===== src/rtl/dap_guard_pkg.sv =====
package dap_guard_pkg;

   localparam int N_DOM    = 2;
   localparam int N_AP     = 2 * N_DOM;
   localparam int AP_SEL_W = $clog2(N_AP);

   localparam int DOM_APP = 0;
   localparam int DOM_NET = 1;

   // Per-domain protection captured at reset
   typedef struct packed {
      logic full;
      logic sec_only;
      logic erase_lock;
   } dom_prot_t;

   // Ports below N_DOM are memory ports; port p belongs to domain p % N_DOM
   function automatic int ap_domain(input int ap);
      return ap % N_DOM;
   endfunction

   function automatic bit ap_is_mem(input int ap);
      return ap < N_DOM;
   endfunction

endpackage


===== src/rtl/dap_prot_latch.sv =====
module dap_prot_latch
   import dap_guard_pkg::*;
#(
   parameter bit HAS_SEC = 1'b1
) (
   input  logic      clk,
   input  logic      rst_n,
   input  logic      cfg_full,
   input  logic      cfg_sec,
   input  logic      cfg_erase,
   output dom_prot_t prot
);

   logic sec_in;

   // A domain built without secure-only protection never captures it
   assign sec_in = HAS_SEC ? cfg_sec : 1'b0;

   // Capture while reset is sampled low, hold afterwards
   always_ff @(posedge clk) begin
      if (!rst_n) begin
         prot <= {cfg_full, sec_in, cfg_erase};
      end
   end

endmodule


===== src/rtl/dap_port_gate.sv =====
module dap_port_gate
   import dap_guard_pkg::*;
#(
   parameter int AP_ID  = 0,
   parameter bit IS_MEM = 1'b1
) (
   input  logic                req_valid,
   input  logic [AP_SEL_W-1:0] req_sel,
   input  logic                req_secure,
   input  logic                req_erase,
   input  logic                blk_full,
   input  logic                blk_sec,
   output logic                pass,
   output logic                deny,
   output logic                erase_req
);

   localparam logic [AP_SEL_W-1:0] MY_SEL = AP_SEL_W'(AP_ID);

   logic hit;
   logic refuse;

   if (AP_ID < 0 || AP_ID >= N_AP) begin : g_bad_id
      $error("dap_port_gate: AP_ID out of range");
   end

   assign hit = req_valid && (req_sel == MY_SEL);

   // Memory ports obey full and secure-only protection; control ports never refuse
   assign refuse    = IS_MEM ? (blk_full | (blk_sec & req_secure)) : 1'b0;
   assign deny      = hit & refuse;
   assign pass      = hit & ~refuse;
   // Only a control port carries an erase-all command
   assign erase_req = IS_MEM ? 1'b0 : (hit & req_erase);

endmodule


===== src/rtl/dap_erase_gate.sv =====
module dap_erase_gate
   import dap_guard_pkg::*;
#(
   parameter int DOM = 0
) (
   input  logic            clk,
   input  logic            rst_n,
   input  logic            lock,
   input  logic [N_AP-1:0] port_erase,
   input  logic            nvm_erase,
   output logic            erase_ok
);

   logic any_port;

   if (DOM < 0 || DOM >= N_DOM) begin : g_bad_dom
      $error("dap_erase_gate: DOM out of range");
   end

   always_comb begin
      any_port = 1'b0;
      for (int p = 0; p < N_AP; p++) begin
         if (ap_domain(p) == DOM) begin
            any_port = any_port | port_erase[p];
         end
      end
   end

   always_ff @(posedge clk) begin
      if (!rst_n) begin
         erase_ok <= 1'b0;
      end else begin
         erase_ok <= ~lock & (any_port | nvm_erase);
      end
   end

endmodule


===== src/rtl/dap_guard.sv =====
module dap_guard
   import dap_guard_pkg::*;
#(
   parameter int             ADDR_W     = 32,
   parameter bit [N_DOM-1:0] DOM_SEC_EN = 2'b01
) (
   input  logic                clk,
   input  logic                rst_n,
   input  logic                cfg_app_full,
   input  logic                cfg_app_secure_only,
   input  logic                cfg_app_erase_lock,
   input  logic                cfg_net_full,
   input  logic                cfg_net_erase_lock,
   input  logic                req_valid,
   input  logic [AP_SEL_W-1:0] req_port,
   input  logic                req_secure,
   input  logic                req_erase,
   input  logic [ADDR_W-1:0]   req_addr,
   input  logic                nvm_erase_app,
   input  logic                nvm_erase_net,
   output logic [N_AP-1:0]     fwd_valid,
   output logic [ADDR_W-1:0]   fwd_addr,
   output logic                fwd_secure,
   output logic                rsp_err,
   output logic                erase_ok_app,
   output logic                erase_ok_net
);

   if (ADDR_W < 1) begin : g_bad_addr
      $error("dap_guard: ADDR_W must be at least 1");
   end
   if (N_AP != 2 * N_DOM) begin : g_bad_map
      $error("dap_guard: one memory and one control port per domain expected");
   end

   logic [N_DOM-1:0] cfg_full_v;
   logic [N_DOM-1:0] cfg_sec_v;
   logic [N_DOM-1:0] cfg_lock_v;
   logic [N_DOM-1:0] nvm_v;
   logic [N_DOM-1:0] erase_ok_v;

   assign cfg_full_v = {cfg_net_full, cfg_app_full};
   assign cfg_sec_v  = {1'b0, cfg_app_secure_only};
   assign cfg_lock_v = {cfg_net_erase_lock, cfg_app_erase_lock};
   assign nvm_v      = {nvm_erase_net, nvm_erase_app};

   dom_prot_t [N_DOM-1:0] prot_q;

   for (genvar d = 0; d < N_DOM; d++) begin : g_dom
      dap_prot_latch #(
         .HAS_SEC (DOM_SEC_EN[d])
      ) u_latch (
         .clk       (clk),
         .rst_n     (rst_n),
         .cfg_full  (cfg_full_v[d]),
         .cfg_sec   (cfg_sec_v[d]),
         .cfg_erase (cfg_lock_v[d]),
         .prot      (prot_q[d])
      );
   end

   logic [N_AP-1:0] pass_v;
   logic [N_AP-1:0] deny_v;
   logic [N_AP-1:0] erase_v;

   for (genvar p = 0; p < N_AP; p++) begin : g_port
      dap_port_gate #(
         .AP_ID  (p),
         .IS_MEM (ap_is_mem(p))
      ) u_gate (
         .req_valid  (req_valid),
         .req_sel    (req_port),
         .req_secure (req_secure),
         .req_erase  (req_erase),
         .blk_full   (prot_q[ap_domain(p)].full),
         .blk_sec    (prot_q[ap_domain(p)].sec_only),
         .pass       (pass_v[p]),
         .deny       (deny_v[p]),
         .erase_req  (erase_v[p])
      );
   end

   for (genvar d = 0; d < N_DOM; d++) begin : g_erase
      dap_erase_gate #(
         .DOM (d)
      ) u_erase (
         .clk        (clk),
         .rst_n      (rst_n),
         .lock       (prot_q[d].erase_lock),
         .port_erase (erase_v),
         .nvm_erase  (nvm_v[d]),
         .erase_ok   (erase_ok_v[d])
      );
   end

   assign erase_ok_app = erase_ok_v[DOM_APP];
   assign erase_ok_net = erase_ok_v[DOM_NET];

   logic any_pass;
   assign any_pass = |pass_v;

   always_ff @(posedge clk) begin
      if (!rst_n) begin
         fwd_valid  <= '0;
         fwd_addr   <= '0;
         fwd_secure <= 1'b0;
         rsp_err    <= 1'b0;
      end else begin
         fwd_valid  <= pass_v;
         fwd_addr   <= any_pass ? req_addr : '0;
         fwd_secure <= any_pass & req_secure;
         rsp_err    <= |deny_v;
      end
   end

endmodule


===== config.mk =====
export PLATFORM = sky130hd
export DESIGN_NAME = dap_guard
export DESIGN_NICKNAME = d
export VERILOG_FILES = /design/src/rtl/dap_guard_pkg.sv /design/src/rtl/dap_prot_latch.sv /design/src/rtl/dap_port_gate.sv /design/src/rtl/dap_erase_gate.sv /design/src/rtl/dap_guard.sv
export SDC_FILE = /design/constraint.sdc
export NUM_CORES = 1
export LEC_CHECK = 0
export BUFFER_PORTS_ARGS = -buffer_cell sky130_fd_sc_hd__buf_2
export CORE_ASPECT_RATIO = 1.5
export CORE_MARGIN = 4
export CORE_UTILIZATION = 25
export CTS_BUF_LIST = sky130_fd_sc_hd__clkbuf_16
export CTS_CLUSTER_SIZE = 40
export DETAILED_ROUTE_END_ITERATION = 8
export GPL_ROUTABILITY_DRIVEN = 0
export GPL_TIMING_DRIVEN = 0
export PLACE_DENSITY = 0.55
export SETUP_SLACK_MARGIN = 0.02
export SYNTH_ARGS = -nofsm -noshare
export SYNTH_HDL_FRONTEND = slang
export SYNTH_SLANG_ARGS = --single-unit

===== constraint.sdc =====
create_clock -name clk -period 2.1 [get_ports clk]
set_input_delay 0.42 -clock clk [delete_from_list [all_inputs] [get_ports clk]]
set_output_delay 0.42 -clock clk [all_outputs]
set_load 0.01 [all_outputs]

# Word level (Yosys, flattened, before mapping)
# Index checks and enable logic that the tools add are counted.
[word_totals] register_bits=45 latchBits=0 mem_bits_rw=0 romBits=0 word_cells=39 memories=0
[op_classes] addsub=0 n_mul=0 n_div=0 order_cmp=0 eq_ne=3 n_shift=0 muxes=0 bitwise_logic=17 n_reduce_logical=8
[op_table] operator="$and A1 B1 Y1" count=10
[op_table] operator="$eq A2 B2 Y1 const B" count=2
[op_table] operator="$logic_and A1 B1 Y1" count=4
[op_table] operator="$not A1 Y1" count=4
[op_table] operator="$reduce_or A4 Y1" count=1
[op_table] operator="$or A1 B1 Y1" count=3
[op_table] operator="$eq A2 B1 Y1 const B" count=1
[op_table] operator="$logic_not A2 Y1" count=1
[op_table] operator="$reduce_and A2 Y1" count=1
[op_table] operator="$reduce_or A2 Y1" count=1

# Longest topological paths before layout
[logic_depth] word_depth=6 ltp_mapped=4

# Modules after synthesis
# A second synthesis with hierarchy kept.
[unflattened] hier_cells=120 area_unflattened_um2=1478.9
[modules_own_cells] mod="dap_guard" n_inst=1 cells_per_inst=85 area_each_um2=1072.3 seq_area_each_um2=760.7
[modules_own_cells] mod="dap_prot_latch at g_dom[0].u_latch" n_inst=1 cells_per_inst=4 area_each_um2=93.8 seq_area_each_um2=90.1
[modules_own_cells] mod="dap_erase_gate" n_inst=2 cells_per_inst=3 area_each_um2=42.5 seq_area_each_um2=20.0
[modules_own_cells] mod="dap_prot_latch at g_dom[1].u_latch" n_inst=1 cells_per_inst=5 area_each_um2=75.1 seq_area_each_um2=60.1
[modules_own_cells] mod="dap_port_gate at g_port[1].u_gate" n_inst=1 cells_per_inst=6 area_each_um2=52.6 seq_area_each_um2=0.0
[modules_own_cells] mod="dap_port_gate at g_port[0].u_gate" n_inst=1 cells_per_inst=6 area_each_um2=41.3 seq_area_each_um2=0.0
[modules_own_cells] mod="dap_port_gate at g_port[2].u_gate" n_inst=1 cells_per_inst=4 area_each_um2=31.3 seq_area_each_um2=0.0
[modules_own_cells] mod="dap_port_gate at g_port[3].u_gate" n_inst=1 cells_per_inst=4 area_each_um2=27.5 seq_area_each_um2=0.0

# Least setup slack after synthesis
# No wires, ideal clock.
[synth_path] kind="input to register" from="input req_secure" to="register fwd_addr[10]" arrival_time_ps=1086 required_time_ps=2026 slack_ps=940 path_stages=4 n_path_buf=2 cell_sequence="a211o_1 > buf_6 > buf_12 > a31oi_2"
[synth_via] elab_chain_cells=6
[synth_lines] item="from (decl)" line_no="dap_guard.sv:16" source="input logic req_secure,"
[synth_lines] item="$and A1 B1 Y1" line_no="dap_port_gate.sv:30" source="assign refuse = IS_MEM ? (blk_full | (blk_sec & req_secure)) : 1'b0;"
[synth_lines] item="$or A1 B1 Y1" line_no="dap_port_gate.sv:30"
[synth_lines] item="$not A1 Y1" line_no="dap_port_gate.sv:32" source="assign pass = hit & ~refuse;"
[synth_lines] item="$and A1 B1 Y1" line_no="dap_port_gate.sv:32"
[synth_lines] item="$reduce_or A4 Y1" line_no="dap_guard.sv:100" source="assign any_pass = |pass_v;"
[synth_lines] item="$reduce_and A2 Y1 (no line)"
[synth_lines] item="to (signal assigned)" line_no="dap_guard.sv:110" source="fwd_addr <= any_pass ? req_addr : '0;"
[synth_lines] item="to (decl)" line_no="dap_guard.sv:22" source="output logic [ADDR_W-1:0] fwd_addr,"
# Every way passes these cells.
# A chain may end at the register's enable or synchronous reset.

# Final worst setup path
[layout_path] from="register g_dom[0].u_latch.prot[1] in the netlist's numbering" to="register fwd_addr[31]"
[layout_via] elab_chain_cells=6
[layout_lines] item="from (decl)" line_no="dap_prot_latch.sv:11" source="output dom_prot_t prot"
[layout_lines] item="from (signal assigned)" line_no="dap_prot_latch.sv:22" source="prot <= {cfg_full, sec_in, cfg_erase};"
[layout_lines] item="$and A1 B1 Y1" line_no="dap_port_gate.sv:30"
[layout_lines] item="$or A1 B1 Y1" line_no="dap_port_gate.sv:30"
[layout_lines] item="$not A1 Y1" line_no="dap_port_gate.sv:32"
[layout_lines] item="$and A1 B1 Y1" line_no="dap_port_gate.sv:32"
[layout_lines] item="$reduce_or A4 Y1" line_no="dap_guard.sv:100"
[layout_lines] item="$reduce_and A2 Y1 (no line)"
# Every way passes these cells.

==> summary.txt <==
RSZ-0062 raised after global routing: no
Clock transition at path regs: 60 ps
VDD IR-drop max: 272.4 µV
XOR/XNOR Fraction of Synth Area: 0
Via Count: 1441
register area share after synthesis: 0.5337
Clock Tree Root: clkbuf_16
drt wl/cell: 14.29 µm
vias per inst: 4.575
final WL: 4502 µm
initial antenna violation count: 0
Lkg Pwr: 1.077 nW
width of the die: 76.93 µm
diode count: 0
Setup Skew: 6.765 ps
Synth Area in Compound Gates: 0.2465
DRT iter0 DRCs: 63
I/O pin total: 86
Synth top area share: 0.4494
clk buf depth: 2
# Post-CTS Setup Buffers: 0
post-DP HPWL: 3365 µm
critical path required time: 2300 ps
Placed Cells: 307
Pint: 1.564 mW
Sw Share: 0.2283
Die H: 111.4 µm
Synth Area in Adders: 0
Gate power share: 0.124
Synth Net Count: 192
crit end category: flip-flop
crit-path max cell delay: 370 ps
layout overhead on the synthesized area: 37.92%
full die area: 8570 µm²
multiplexer area fraction after synthesis: 0
clk_lat worst skew: 280 ps
clock sink count: 45
GRT overflow: 0
NetSw: 0.4628 mW
mean post-synth cell area: 12.20 µm²
power per cell area: 824.9 nW/µm²
CP max FO: 10
Critical Setup Path Class: flip-flop to flip-flop
Synth Warn #: 0
kind of start point of the critical path: flip-flop
fin area: 2457 µm²
period utilization: 0.5757
share of cells above drive strength 1: 0.5865
top cells by area, synth: dfxtp_1 (45%), a31oi_2 (18%), nand3_1 (9.3%)
Tightest Hold Check Type: primary input to flip-flop
outcome: finished, final reports clean
Slowest-stage cell, CP: edfxtp_1
PortBufs: 83
measured slew at the worst slew-check pin: 320.1 ps
CTS tree: done
Worst EP arrival: 1410 ps
Max Cap Viol: 0
Post-DP Area: 2295 µm²
Final ANT Viol Nets: 0
Pre-antenna DRT Iters: 4
Post-Syn Instances: 146
final hold vios: 0
slew margin rel.: 0.7866
max frequency: 0.8271 GHz
CP cell instances: a211o_1, buf_6, buf_12, a31oi_2
Core Box Area: 6898 µm²
setup violators final: 0
worst path bufs/invs: 2
Yosys reg bits: 45
Initial Util: 0.2583
share of power burned in registers: 0.451
Total Routing Usage GR: 0.1087
number of CTS-inserted buffers: 5
vias in the first global route: 1449
Max Slew Vio Count: 0
Yosys top cell by area: dfxtp_1
final core occ: 0.3562
mapped cell area: 1782 µm²
first-pass GRT wire length: 7300 µm
CP delay by family, top: compound AO/OA/AOI/OAI gates
Nets: 282
Hold Buf Count CTS: 0
largest family of logic cells by synthesized area: compound AO/OA/AOI/OAI gates
simple-gate area share of the yosys netlist: 0.1257
fin crit period: 1209 ps
num rows: 37
Clock Power Share: 0.426
Netlist cell types: 20
pin count of the biggest net entering global routing: 14
H-tree levels: 2
Non-Filler Instances: 315
DRC errors left: 0
CTS resizes: 0
Setup TNS Final: 0 ps
[sequential cells by signal (all words and copies together) (netlist names)]
| signal | count |
|---|---|
| g_dom.u_latch.prot | 5 |
| g_erase.u_erase.erase_ok | 2 |
| fwd_secure | 1 |
| fwd_valid | 4 |
| fwd_addr | 32 |
| rsp_err | 1 |
[per-stage QoR]
stage / total power [mW] / setup WS, ps / hold WS (ps)
after floorplan: 1.087 / 939.8 / 390.2
after global placement: 1.188 / 667.3 / 397.8
final: 2.027 / 891.0 / 309.9
after global routing: 2.123 / 824.3 / 296.5
after CTS: 2.068 / 883.6 / 301.1
after detailed placement: 1.190 / 657.1 / 401.5
[power by group through the flow]
stage | logic [mW] | clock network (mW) | registers, mW
2_1_floorplan | 0.138 | 0 | 0.949
3_3_place_gp | 0.256 | 0 | 0.932
3_5_place_dp | 0.257 | 0 | 0.933
4_1_cts | 0.258 | 0.896 | 0.914
5_1_grt | 0.276 | 0.929 | 0.918
6_report | 0.251 | 0.863 | 0.913
[final timing paths]
path | depth (start not counted) | slack, ps | startpoint | to
setup / recovery | 4 | 890 | g_dom[0].u_latch.prot[1]$_DFFE_PN_ | fwd_addr[31]$_SDFF_PN0_
hold / removal | 1 | 310 | cfg_net_full | g_dom[1].u_latch.prot[2]$_DFFE_PN_
setup reg to reg | 4 | 890 | g_dom[0].u_latch.prot[1]$_DFFE_PN_ | fwd_addr[31]$_SDFF_PN0_
hold reg to reg | 1 | 410 | g_dom[1].u_latch.prot[0]$_DFFE_PN_ | g_erase[1].u_erase.erase_ok$_SDFF_PN0_
[cells in the mapped netlist]
master and n:
a31oi_1 4, nor3_1 4, dfxtp_1 40, nand2b_1 1
nand3_1 33, a41oi_1 1, inv_1 3, buf_12 3
and4b_1 1, a211o_1 1, nand2_1 1, a211oi_1 1
inv_2 1, a31oi_2 26, a31oi_4 3, buf_2 14
nor3_2 1, buf_6 2, nand4b_1 1, edfxtp_1 5
[kinds of logic after synthesis]
family,count (synthesis)
DFF,45
and+or+nand+nor,42
AOI/OAI and AO/OA,36
buffers and inverters,23
[layout by cell type, fill, tap and decap left out]
master,n
a211o_1,1
a211oi_1,1
a31oi_1,4
a31oi_2,26
a31oi_4,3
a41oi_1,1
and4b_1,1
buf_12,3
buf_2,97
buf_6,2
bufinv_16,1
clkbuf_16,5
clkinv_1,1
dfxtp_1,40
edfxtp_1,5
inv_1,4
inv_2,1
nand2_1,1
nand2b_1,1
nand3_1,33
nand4b_1,1
nor3_1,4
nor3_2,1
[cell type report]
class / count / area, µm²
Fill cell: 727 / 4441
Sequential cell: 45 / 950.9
Clock inverter: 3 / 37.54
Clock buffer: 5 / 125.1
Tap cell: 78 / 97.59
Multi-Input combinational cell: 78 / 663.1
Inverter: 4 / 15.01
Timing Repair Buffer: 83 / 415.4
Buffer: 19 / 152.6
[layer usage]
metal	wire length [µm]	GRT usage	vias up	share of wire
li1	-	-	720	-
met4	51	0.03990	0	0.011
met3	286	0.03641	4	0.064
met5	0	0	-	0
met1	1974	0.1311	662	0.44
met2	2189	0.1787	55	0.49
(Power assumes the default switching activity.)
